**config.mk**
```make
export PLATFORM = sky130hd
export DESIGN_NAME = blk_rd_return
export DESIGN_NICKNAME = d
export VERILOG_FILES = /design/src/rtl/blk_rd_pkg.sv /design/src/rtl/blk_rd_cmd_dec.sv /design/src/rtl/blk_rd_order.sv /design/src/rtl/blk_rd_waitcnt.sv /design/src/rtl/blk_rd_return.sv
export SDC_FILE = /design/constraint.sdc
export NUM_CORES = 1
export LEC_CHECK = 0
export BUFFER_PORTS_ARGS = -buffer_cell sky130_fd_sc_hd__buf_4
export CORE_MARGIN = 5
export CORE_UTILIZATION = 35
export CTS_CLUSTER_DIAMETER = 30
export CTS_CLUSTER_SIZE = 12
export DETAILED_ROUTE_END_ITERATION = 8
export PLACE_DENSITY = 0.78
export SLEW_MARGIN = 20
export SYNTH_ARGS = -nofsm -noshare
export SYNTH_HDL_FRONTEND = slang
export SYNTH_HIERARCHICAL = 1
export SYNTH_SLANG_ARGS = --single-unit
```
**constraint.sdc**
```tcl
create_clock -name clk -period 1.81 [get_ports clk]
set_input_delay 0.181 -clock clk [delete_from_list [all_inputs] [get_ports clk]]
set_output_delay 0.181 -clock clk [all_outputs]
set_load 0.01 [all_outputs]
```
**src/rtl/blk_rd_pkg.sv**
```systemverilog
package blk_rd_pkg;
    typedef enum logic [2:0] {
        ST_IDLE,
        ST_RELW,
        ST_DRAIN,
        ST_WAIT,
        ST_BEAT
    } rd_state_t;

    localparam logic [2:0] ID_STATE_BITS = 3'b100;
endpackage

```
**src/rtl/blk_rd_cmd_dec.sv**
```systemverilog
module blk_rd_cmd_dec #(
    parameter int CMD_W = 9,
    parameter int LG_W  = 3
) (
    input  logic [CMD_W-1:0] cmd,
    output logic             is_read,
    output logic [LG_W-1:0]  beats_lg
);
    logic is_block;
    logic is_single;

    always_comb begin
        is_block  = (cmd[4:3] == 2'b10);
        is_single = (cmd[4:3] == 2'b11);
        is_read   = !cmd[CMD_W-1] && (cmd[7:5] == 3'd0) && (is_block || is_single);
        beats_lg  = is_single ? '0 : (LG_W'(cmd[1:0]) + LG_W'(1));
    end
endmodule

```
**src/rtl/blk_rd_order.sv**
```systemverilog
module blk_rd_order #(
    parameter int IDX_W     = 4,
    parameter int LG_W      = 3,
    parameter bit ALLOW_SEQ = 1'b1
) (
    input  logic [IDX_W-1:0] start_idx,
    input  logic [IDX_W-1:0] beat_n,
    input  logic [LG_W-1:0]  beats_lg,
    input  logic             seq_mode,
    output logic [IDX_W-1:0] idx
);
    logic [IDX_W-1:0] mask;
    logic [IDX_W-1:0] xor_idx;
    logic [IDX_W-1:0] sel_idx;

    always_comb begin
        mask    = ~({IDX_W{1'b1}} << beats_lg);
        xor_idx = start_idx ^ beat_n;
    end

    generate
        if (ALLOW_SEQ) begin : g_seq
            logic [IDX_W-1:0] add_idx;
            always_comb begin
                add_idx = start_idx + beat_n;
                sel_idx = seq_mode ? add_idx : xor_idx;
            end
        end else begin : g_xor_only
            always_comb sel_idx = xor_idx;
        end
    endgenerate

    always_comb idx = (start_idx & ~mask) | (sel_idx & mask);
endmodule

```
**src/rtl/blk_rd_waitcnt.sv**
```systemverilog
module blk_rd_waitcnt #(
    parameter int WAIT_W = 4
) (
    input  logic              clk,
    input  logic              rst_n,
    input  logic              load,
    input  logic [WAIT_W-1:0] load_val,
    output logic              done
);
    logic [WAIT_W-1:0] cnt_q;

    always_ff @(posedge clk) begin
        if (!rst_n)
            cnt_q <= '0;
        else if (load)
            cnt_q <= load_val;
        else if (cnt_q != '0)
            cnt_q <= cnt_q - WAIT_W'(1);
    end

    always_comb done = (cnt_q == '0);


    wait_count_down_chk: assert property (@(posedge clk) disable iff (!rst_n)
        (!load && cnt_q != '0) |=> (cnt_q == $past(cnt_q) - WAIT_W'(1)));
endmodule

```
**src/rtl/blk_rd_return.sv**
```systemverilog
module blk_rd_return
    import blk_rd_pkg::*;
#(
    parameter int BUS_W  = 64,
    parameter int CMD_W  = 9,
    parameter int ADDR_W = 36,
    parameter int WAIT_W = 4,
    parameter int IDX_W  = 4
) (
    input  logic              clk,
    input  logic              rst_n,
    input  logic [BUS_W-1:0]  bus_ad_in,
    input  logic [CMD_W-1:0]  bus_cmd_in,
    input  logic              valid_out,
    input  logic              release_in,
    input  logic              wbuf_empty,
    input  logic              seq_mode,
    input  logic [WAIT_W-1:0] wait_cfg,
    input  logic              chk_off,
    input  logic [BUS_W-1:0]  mem_rdata,
    input  logic              mem_err,
    output logic [ADDR_W-1:0] mem_addr,
    output logic [BUS_W-1:0]  bus_ad_out,
    output logic [CMD_W-1:0]  bus_cmd_out,
    output logic              valid_in,
    output logic              ad_oe,
    output logic              rd_rdy
);
    localparam int DW_LSB = 3;
    localparam int LG_W   = $clog2(IDX_W + 1);

    rd_state_t         state_q, state_d;
    logic [ADDR_W-1:0] addr_q;
    logic [LG_W-1:0]   lg_q;
    logic [IDX_W-1:0]  beat_q;
    logic              dec_read;
    logic [LG_W-1:0]   dec_lg;
    logic              accept;
    logic              last_beat;
    logic [IDX_W-1:0]  cur_idx;
    logic              wt_load;
    logic              wt_done;
    logic [WAIT_W-1:0] wt_val;

    blk_rd_cmd_dec #(.CMD_W(CMD_W), .LG_W(LG_W)) u_dec (
        .cmd      (bus_cmd_in),
        .is_read  (dec_read),
        .beats_lg (dec_lg)
    );

    blk_rd_order #(.IDX_W(IDX_W), .LG_W(LG_W), .ALLOW_SEQ(1'b1)) u_ord (
        .start_idx (addr_q[DW_LSB +: IDX_W]),
        .beat_n    (beat_q),
        .beats_lg  (lg_q),
        .seq_mode  (seq_mode),
        .idx       (cur_idx)
    );

    blk_rd_waitcnt #(.WAIT_W(WAIT_W)) u_wait (
        .clk      (clk),
        .rst_n    (rst_n),
        .load     (wt_load),
        .load_val (wt_val),
        .done     (wt_done)
    );

    always_comb begin
        accept    = (state_q == ST_IDLE) && valid_out && dec_read;
        last_beat = (beat_q == ~({IDX_W{1'b1}} << lg_q));
        wt_val    = wait_cfg - WAIT_W'(1);
    end

    // next-state logic
    always_comb begin
        state_d = state_q;
        wt_load = 1'b0;
        unique case (state_q)
            ST_IDLE: begin
                if (accept)
                    state_d = release_in ? ST_DRAIN : ST_RELW;
            end
            ST_RELW: begin
                if (release_in)
                    state_d = ST_DRAIN;
            end
            ST_DRAIN: begin
                if (wbuf_empty) begin
                    state_d = (wait_cfg == '0) ? ST_BEAT : ST_WAIT;
                    wt_load = 1'b1;
                end
            end
            ST_WAIT: begin
                if (wt_done)
                    state_d = ST_BEAT;
            end
            ST_BEAT: begin
                if (last_beat) begin
                    state_d = ST_IDLE;
                end else begin
                    state_d = (wait_cfg == '0) ? ST_BEAT : ST_WAIT;
                    wt_load = 1'b1;
                end
            end
            default: state_d = ST_IDLE;
        endcase
    end

    // state register
    always_ff @(posedge clk) begin
        if (!rst_n)
            state_q <= ST_IDLE;
        else
            state_q <= state_d;
    end

    // transaction registers
    always_ff @(posedge clk) begin
        if (!rst_n) begin
            addr_q <= '0;
            lg_q   <= '0;
            beat_q <= '0;
        end else begin
            if (state_q == ST_IDLE)
                addr_q <= bus_ad_in[ADDR_W-1:0];
            if (accept) begin
                lg_q   <= dec_lg;
                beat_q <= '0;
            end else if (state_q == ST_BEAT && !last_beat) begin
                beat_q <= beat_q + IDX_W'(1);
            end
        end
    end

    // outputs
    always_comb begin
        valid_in    = (state_q == ST_BEAT);
        ad_oe       = (state_q == ST_DRAIN) || (state_q == ST_WAIT) || (state_q == ST_BEAT);
        rd_rdy      = (state_q == ST_IDLE) && wbuf_empty;
        mem_addr    = {addr_q[ADDR_W-1:DW_LSB+IDX_W], cur_idx, {DW_LSB{1'b0}}};
        bus_ad_out  = valid_in ? mem_rdata : '0;
        bus_cmd_out = '0;
        if (valid_in)
            bus_cmd_out = {1'b1, !last_beat, 1'b0, mem_err, chk_off, 1'b0, ID_STATE_BITS};
    end


    relw_hold_chk: assert property (@(posedge clk) disable iff (!rst_n)
        (state_q == ST_RELW && !release_in) |=> (state_q == ST_RELW && !ad_oe));

    drain_hold_chk: assert property (@(posedge clk) disable iff (!rst_n)
        (state_q == ST_DRAIN && !wbuf_empty) |=> (state_q == ST_DRAIN && !valid_in));

    addr_frozen_chk: assert property (@(posedge clk) disable iff (!rst_n)
        (state_q != ST_IDLE) |=> $stable(addr_q));

    rdy_low_busy_chk: assert property (@(posedge clk) disable iff (!rst_n)
        ad_oe |-> !rd_rdy);

    last_to_idle_chk: assert property (@(posedge clk) disable iff (!rst_n)
        (valid_in && !bus_cmd_out[7]) |=> (state_q == ST_IDLE));
endmodule

```
Yosys cells after proc, flatten, opt, wreduce, memory -nomap -nowiden
Cells that the tools add are included.
{"block": "totals", "out_inout_bits": 112, "ff_bits": 50, "in_bits": 149, "ramBits": 0, "word_cells": 65, "latch_bits": 0, "n_memories": 0, "rom_bits": 0}
{"block": "classes", "shift": 1, "add_sub_neg": 5, "n_div": 0, "magnitude_cmp": 0, "eq_ne": 11, "n_mux": 17, "n_reduce_logical": 19, "n_mul": 0, "bitwise": 7}
{"cell": "2-to-1 mux 64 bit", "n": 1}
{"cell": "2-to-1 mux 3 bit", "n": 7}
{"cell": "one-hot mux 3 bit (5 select lines)", "n": 1}
{"cell": "2-to-1 mux 4 bit", "n": 3}
{"cell": "2-to-1 mux 9 bit", "n": 1}
{"cell": "AND 4 bit", "n": 2}
{"cell": "logical NOT 4 bit", "n": 2}
{"cell": "NOT 4 bit", "n": 2}
{"cell": "subtractor 4 x 1 -> 4 bit (second input constant)", "n": 2}
{"cell": "== test 3 x 2 -> 1 bit (second input constant)", "n": 2}
{"cell": "logical AND 1 bit", "n": 6}
{"cell": "logical NOT 3 bit", "n": 2}
{"cell": "inequality test 2 bit (second input constant)", "n": 3}
{"cell": "adder 4 x 1 -> 4 bit (second input constant)", "n": 1}
{"cell": "adder 4 bit", "n": 1}
{"cell": "== test 2 bit (second input constant)", "n": 2}
{"cell": "== test 4 bit", "n": 1}
{"cell": "bitwise OR 4 bit", "n": 1}
{"cell": "AND reduction 4 bit", "n": 1}
{"cell": "nonzero test 4 bit", "n": 1}
{"cell": "left shift 4 x 3 -> 4 bit (first input constant)", "n": 1}
{"cell": "XOR 4 bit", "n": 1}
{"cell": "adder 2 x 1 -> 3 bit (second input constant)", "n": 1}
{"cell": "== test 3 x 1 -> 1 bit (second input constant)", "n": 1}
{"cell": "10 further kinds", "n": 14}

Longest topological paths before layout
{"block": "logic_depth", "ltp_word": 6, "depth_mapped": 8, "mapped_depth_nobuf": 8}

Cells and area by module
Netlist, hierarchy kept.
{"mod": "blk_rd_return", "area_each_um2": 2601.2, "cells_per_inst": 356, "n_inst": 1}
{"mod": "blk_rd_waitcnt", "area_each_um2": 230.2, "cells_per_inst": 23, "n_inst": 1}
{"mod": "blk_rd_order", "area_each_um2": 177.7, "cells_per_inst": 23, "n_inst": 1}
{"mod": "blk_rd_cmd_dec", "area_each_um2": 45.0, "cells_per_inst": 6, "n_inst": 1}

Worst setup path after synthesis
No wires, ideal clock.
{"block": "synth_path", "path_type": "register -> register", "from": "register lg_q[2]", "to": "register u_wait.cnt_q[3]", "setup_ns": 0.087, "stages_incl_launch_ff": 8, "path_slack_ns": 0.010, "arrival_ns": 1.713, "period_less_slack_ns": 1.800, "cell_sequence": "dfxtp_1 -> nand4bb_1 -> a21oi_1 -> o21ai_2 -> and2_2 -> o21bai_1 -> nand2b_1 -> o31ai_1"}
{"block": "synth_via", "elab_chain_cells": 6, "word_cells_on_any_way": 7, "cone_classes": "1 x eq/ne; 1 x shift; 3 x mux; 1 x bitwise; 1 x reduce/logical"}
{"element": "from (decl)", "line": "blk_rd_return.sv:34", "rtl": "logic [LG_W-1:0] lg_q;"}
{"element": "from (signal assigned)", "line": "blk_rd_return.sv:126", "rtl": "lg_q <= dec_lg;"}
{"element": "left shift 4 x 3 -> 4 bit *", "line": "blk_rd_return.sv:69", "rtl": "last_beat = (beat_q == ~({IDX_W{1'b1}} << lg_q));"}
{"element": "NOT 4 bit *", "line": "blk_rd_return.sv:69"}
{"element": "== test 4 bit *", "line": "blk_rd_return.sv:69"}
{"element": "2-to-1 mux 1 bit *", "line": "blk_rd_return.sv:97", "rtl": "if (last_beat) begin"}
{"element": "one-hot mux 1 bit (2 select lines) *", "line": "blk_rd_return.sv:77", "rtl": "unique case (state_q)"}
{"element": "via wt_load", "line": "blk_rd_return.sv:41", "rtl": "logic wt_load;"}
{"element": "2-to-1 mux 4 bit / nonzero test 2 bit (equally long branches)"}
{"element": "to (signal assigned)", "line": "blk_rd_waitcnt.sv:16", "rtl": "cnt_q <= load_val;"}
{"element": "to (signal assigned)", "line": "blk_rd_waitcnt.sv:18", "rtl": "cnt_q <= cnt_q - WAIT_W'(1);"}
{"element": "to (decl)", "line": "blk_rd_waitcnt.sv:10", "rtl": "logic [WAIT_W-1:0] cnt_q;"}
The timed path passes the listed nets; every way through them passes the cells marked *.
A chain may end at the register's enable or synchronous reset.

Worst setup path after layout
{"block": "layout_path", "from": "register beat_q[2]", "to": "output port mem_addr[6]"}
{"block": "layout_via", "elab_chain_cells": 4}
{"element": "from (decl)", "line": "blk_rd_return.sv:35", "rtl": "logic [IDX_W-1:0] beat_q;"}
{"element": "from (signal assigned)", "line": "blk_rd_return.sv:129", "rtl": "beat_q <= beat_q + IDX_W'(1);"}
{"element": "adder 4 bit", "line": "blk_rd_order.sv:25", "rtl": "add_idx = start_idx + beat_n;"}
{"element": "2-to-1 mux 4 bit", "line": "blk_rd_order.sv:26", "rtl": "sel_idx = seq_mode ? add_idx : xor_idx;"}
{"element": "AND 4 bit", "line": "blk_rd_order.sv:33", "rtl": "always_comb idx = (start_idx & ~mask) | (sel_idx & mask);"}
{"element": "bitwise OR 4 bit", "line": "blk_rd_order.sv:33"}
{"element": "to (decl)", "line": "blk_rd_return.sv:22", "rtl": "output logic [ADDR_W-1:0] mem_addr,"}
Every way passes these cells.

==> results by group <==
Outcome
  – Outcome: finished with violations
  – Failing checks: setup timing

Synth
  – Syn Area/Cell: about 7.5 sq um
  – Yosys warns: 6
  – EDFF count, synth: 0
  – Synth cell types: 50
  – Share of the yosys chip area belonging to registers: a little under a third
  – Ys flop type: dfxtp_1
  – Syn Inst Count: ~400
  – Register bit total from synthesis: 47
  – Netlist Area Pre-Place: ~0.003 sq mm
  – Asr flop ratio synth: 0%

Placement
  – Placed Instance Area: ~0.0046 sq mm
  – Final Wtd Congestion: 0.843
  – I/O Buffers: 221
  – DP Wirelength: 8.11 mm
  – Placed Cells: approximately 690

Global route
  – Largest net degree at the start of global routing: between 60 and 70
  – Vias in the first global route: 3,341
  – Initial antenna violation count: 0
  – GR Util All Layers: between 15 and 20%
  – First-pass GRT wire length: 15.2 mm
  – Overflow after GRT: 0

Job
  – # Max-Cap Violations: 0

Route
  – Pre-antenna DRT Iters: 4
  – Post-DR wirelength/cell: between 10 and 15 um
  – Final ANT Viol Nets: 0
  – Detailed Route Iter0 Violations: between 90 and 100
  – Post-Route WL: 10.4 mm
  – Via/cell ratio: between 4 and 5
  – Number of remaining DRC errors: 0
  – Vias: ~3,500

Timing
  – RSZ-0062 raised after global routing: true
  – Slew Viols, Final: 0
  – Peak Freq: around 0.50 GHz
  – Final period util: 110%
  – Final WS setup: -172 ps
  – Clk_skew: between 10 and 15 ps
  – Final hold vios: 0
  – Minimum clock period: between 1500 and 2000 ps
  – Final setup violation count: 4

Setup path
  – Reg2reg setup slack: 40 ps
  – Worst EP required: 1630 ps
  – Reg2Reg Launch Point: beat_q[2]
  – Worst Setup SP: beat_q[2]
  – Crit Path Category: reg -> out
  – R2r worst-path depth: 8
  – CP max FO: 2
  – CP endpoint kind: output pin
  – Worst Path Arrival: ~1800 ps
  – Crit path launch type: flip-flop
  – Worst setup path end: mem_addr[6]
  – Reg-to-reg endpoint: u_wait/cnt_q[3]

Die
  – Die ar.: between 0.01 and 0.015 sq mm
  – Row cnt: 34
  – Starting Density: a little over a third
  – Die Y: 103 um
  – Io pins: around 260
  – Core box area: 0.00859 sq mm
  – Die width: just over 100 um

Layout
  – Layout cells sized above 1: approximately 47%
  – Core Util, Final: between 50% and 60%
  – Non-Filler Cell Area, Final: around 0.0048 sq mm
  – Diodes inserted: 0
  – Non-Filler Instances: ~710
  – Final net count: ~760
  – Most frequent cells in the layout: 242 x buf_4, 81 x nand2_1, 67 x and3_1
  – Area growth syn-to-layout: 58.7%
  – Most common cell after layout, fill and taps aside: buf_4

CTS
  – Worst-skew pair later-pin latency: ~290 ps
  – Clock Root Buffer: clkbuf_8
  – Clk sink count: 47
  – CTS H-Tree Depth: 2
  – CTS buffer count: 5
  – Clock tree buffer depth: 2
  – CTS tree: done
  – Clock transition at the registers of the reported paths: around 100 ps
  – Hold buffer count at cts: 0

Pwr
  – Pwr Total: roughly 2.6 mW
  – Pleak: between 2 and 3 nW
  – VDD IR max: 0.441 mV
  – Power density over cell area: ~530 mW/mm^2

Worst hold path
  – Hold Crit Class: in -> reg
==> power by group <==
part / switching (mW) / total [mW] / internal [mW]
clock: 0.354 / 0.655 / 0.301
combinational: 0.280 / 0.730 / 0.449
sequential: 0.0589 / 1.17 / 1.11
==> synthesized netlist by cell type, types with 2 or more instances <==
cell type	count	share of area, %
nand2_1	81	10
and3_1	67	14
dfxtp_1	47	31
a21oi_1	41	6.7
buf_4	39	9.6
clkbuf_1	22	2.7
inv_1	10	1.2
ha_1	7	2.9
nand2b_1	7	1.4
nor2_1	7	0.86
nand3_1	6	0.98
o21ai_0	6	0.98
buf_2	5	0.82
mux2i_1	5	1.6
nor3_1	4	0.66
xor2_1	4	1.1
a31oi_1	3	0.61
and2_1	3	0.61
nor2b_1	3	0.61
xnor2_1	3	0.86
a21boi_0	2	0.49
mux2_2	2	0.74
nand4b_1	2	0.57
nor3_2	2	0.66
o21ai_1	2	0.33
o21ai_2	2	0.57
o31ai_1	2	0.49
or3_1	2	0.41
==> cell families (layout without fill, tap and decap cells) <==
kind of cell / Yosys count / count (layout) / synth area share (%)
flops: 47 / 47 / 30.8
buf+inv: 77 / 262 / 14.7
xor+xnor: 7 / 7 / 2.01
compound gates: 68 / 68 / 13.0
other cells: 1 / 7 / 0.123
mux: 7 / 7 / 2.38
simple gates: 193 / 193 / 33.4
fa+ha+maj: 8 / 8 / 3.52
==> state kept, by name (all words and copies together) (netlist names) <==
| register | cells |
|---|---|
| addr_q | 33 |
| state_q | 3 |
| beat_q | 4 |
| u_wait/cnt_q | 4 |
| lg_q | 3 |
==> worst max-delay path: stages, from the launching register on <==
cell and delay (ps):
dfxtp_4 380, ha_4 270, o21ai_2 50, or3_1 360
a21boi_2 140, xor2_1 170, buf_4 140
==> worst min-delay path by stage <==
stage / from / to / cells past startpoint
after floorplan: rst_n / state_q[2] / 2
after global placement: bus_ad_in[33] / addr_q[33] / 3
after detailed placement: bus_ad_in[34] / addr_q[34] / 3
after CTS: bus_ad_in[27] / addr_q[27] / 3
after global routing: bus_ad_in[27] / addr_q[27] / 3
final: bus_ad_in[3] / addr_q[3] / 3
==> per-stage QoR <==
stage | hold slack [ps] | setup TNS [ps] | worst slack, ps
after floorplan | 297 | 0 | 10.3
after global placement | 427 | 0 | 37.6
after detailed placement | 439 | -8.74 | -8.74
after CTS | 122 | -497 | -166
after global routing | 127 | -875 | -248
final | 130 | -482 | -172
==> routing by layer <==
layer	wire length (um)	share of wire (%)	GRT usage [%]	vias to the layer above
li1	-	-	-	1727
met1	4140	40	22.0	1594
met2	5290	51	30.9	141
met3	901	8.6	4.36	10
met4	95	0.91	3.49	0
met5	0	0	0	-
==> area by class of cell <==
| type | instances | area [sq um] |
|---|---|---|
| tap | 108 | 135 |
| multi-input combinational | 290 | 1760 |
| clock buffer | 6 | 82.6 |
| timing repair buffer | 245 | 1860 |
| sequential | 47 | 958 |
| inverter | 10 | 40.0 |
| fill | 777 | 3750 |
| clock inverter | 1 | 5.00 |
==> timing repair <==
item | in CTS | in global routing
setup buffers | 5 | 2
pin swaps | 7 | 4
gates resized for setup | 22 | 9
endpoints found under the setup margin | 5 | 75
Note: power is estimated with default switching activity, not from simulation.
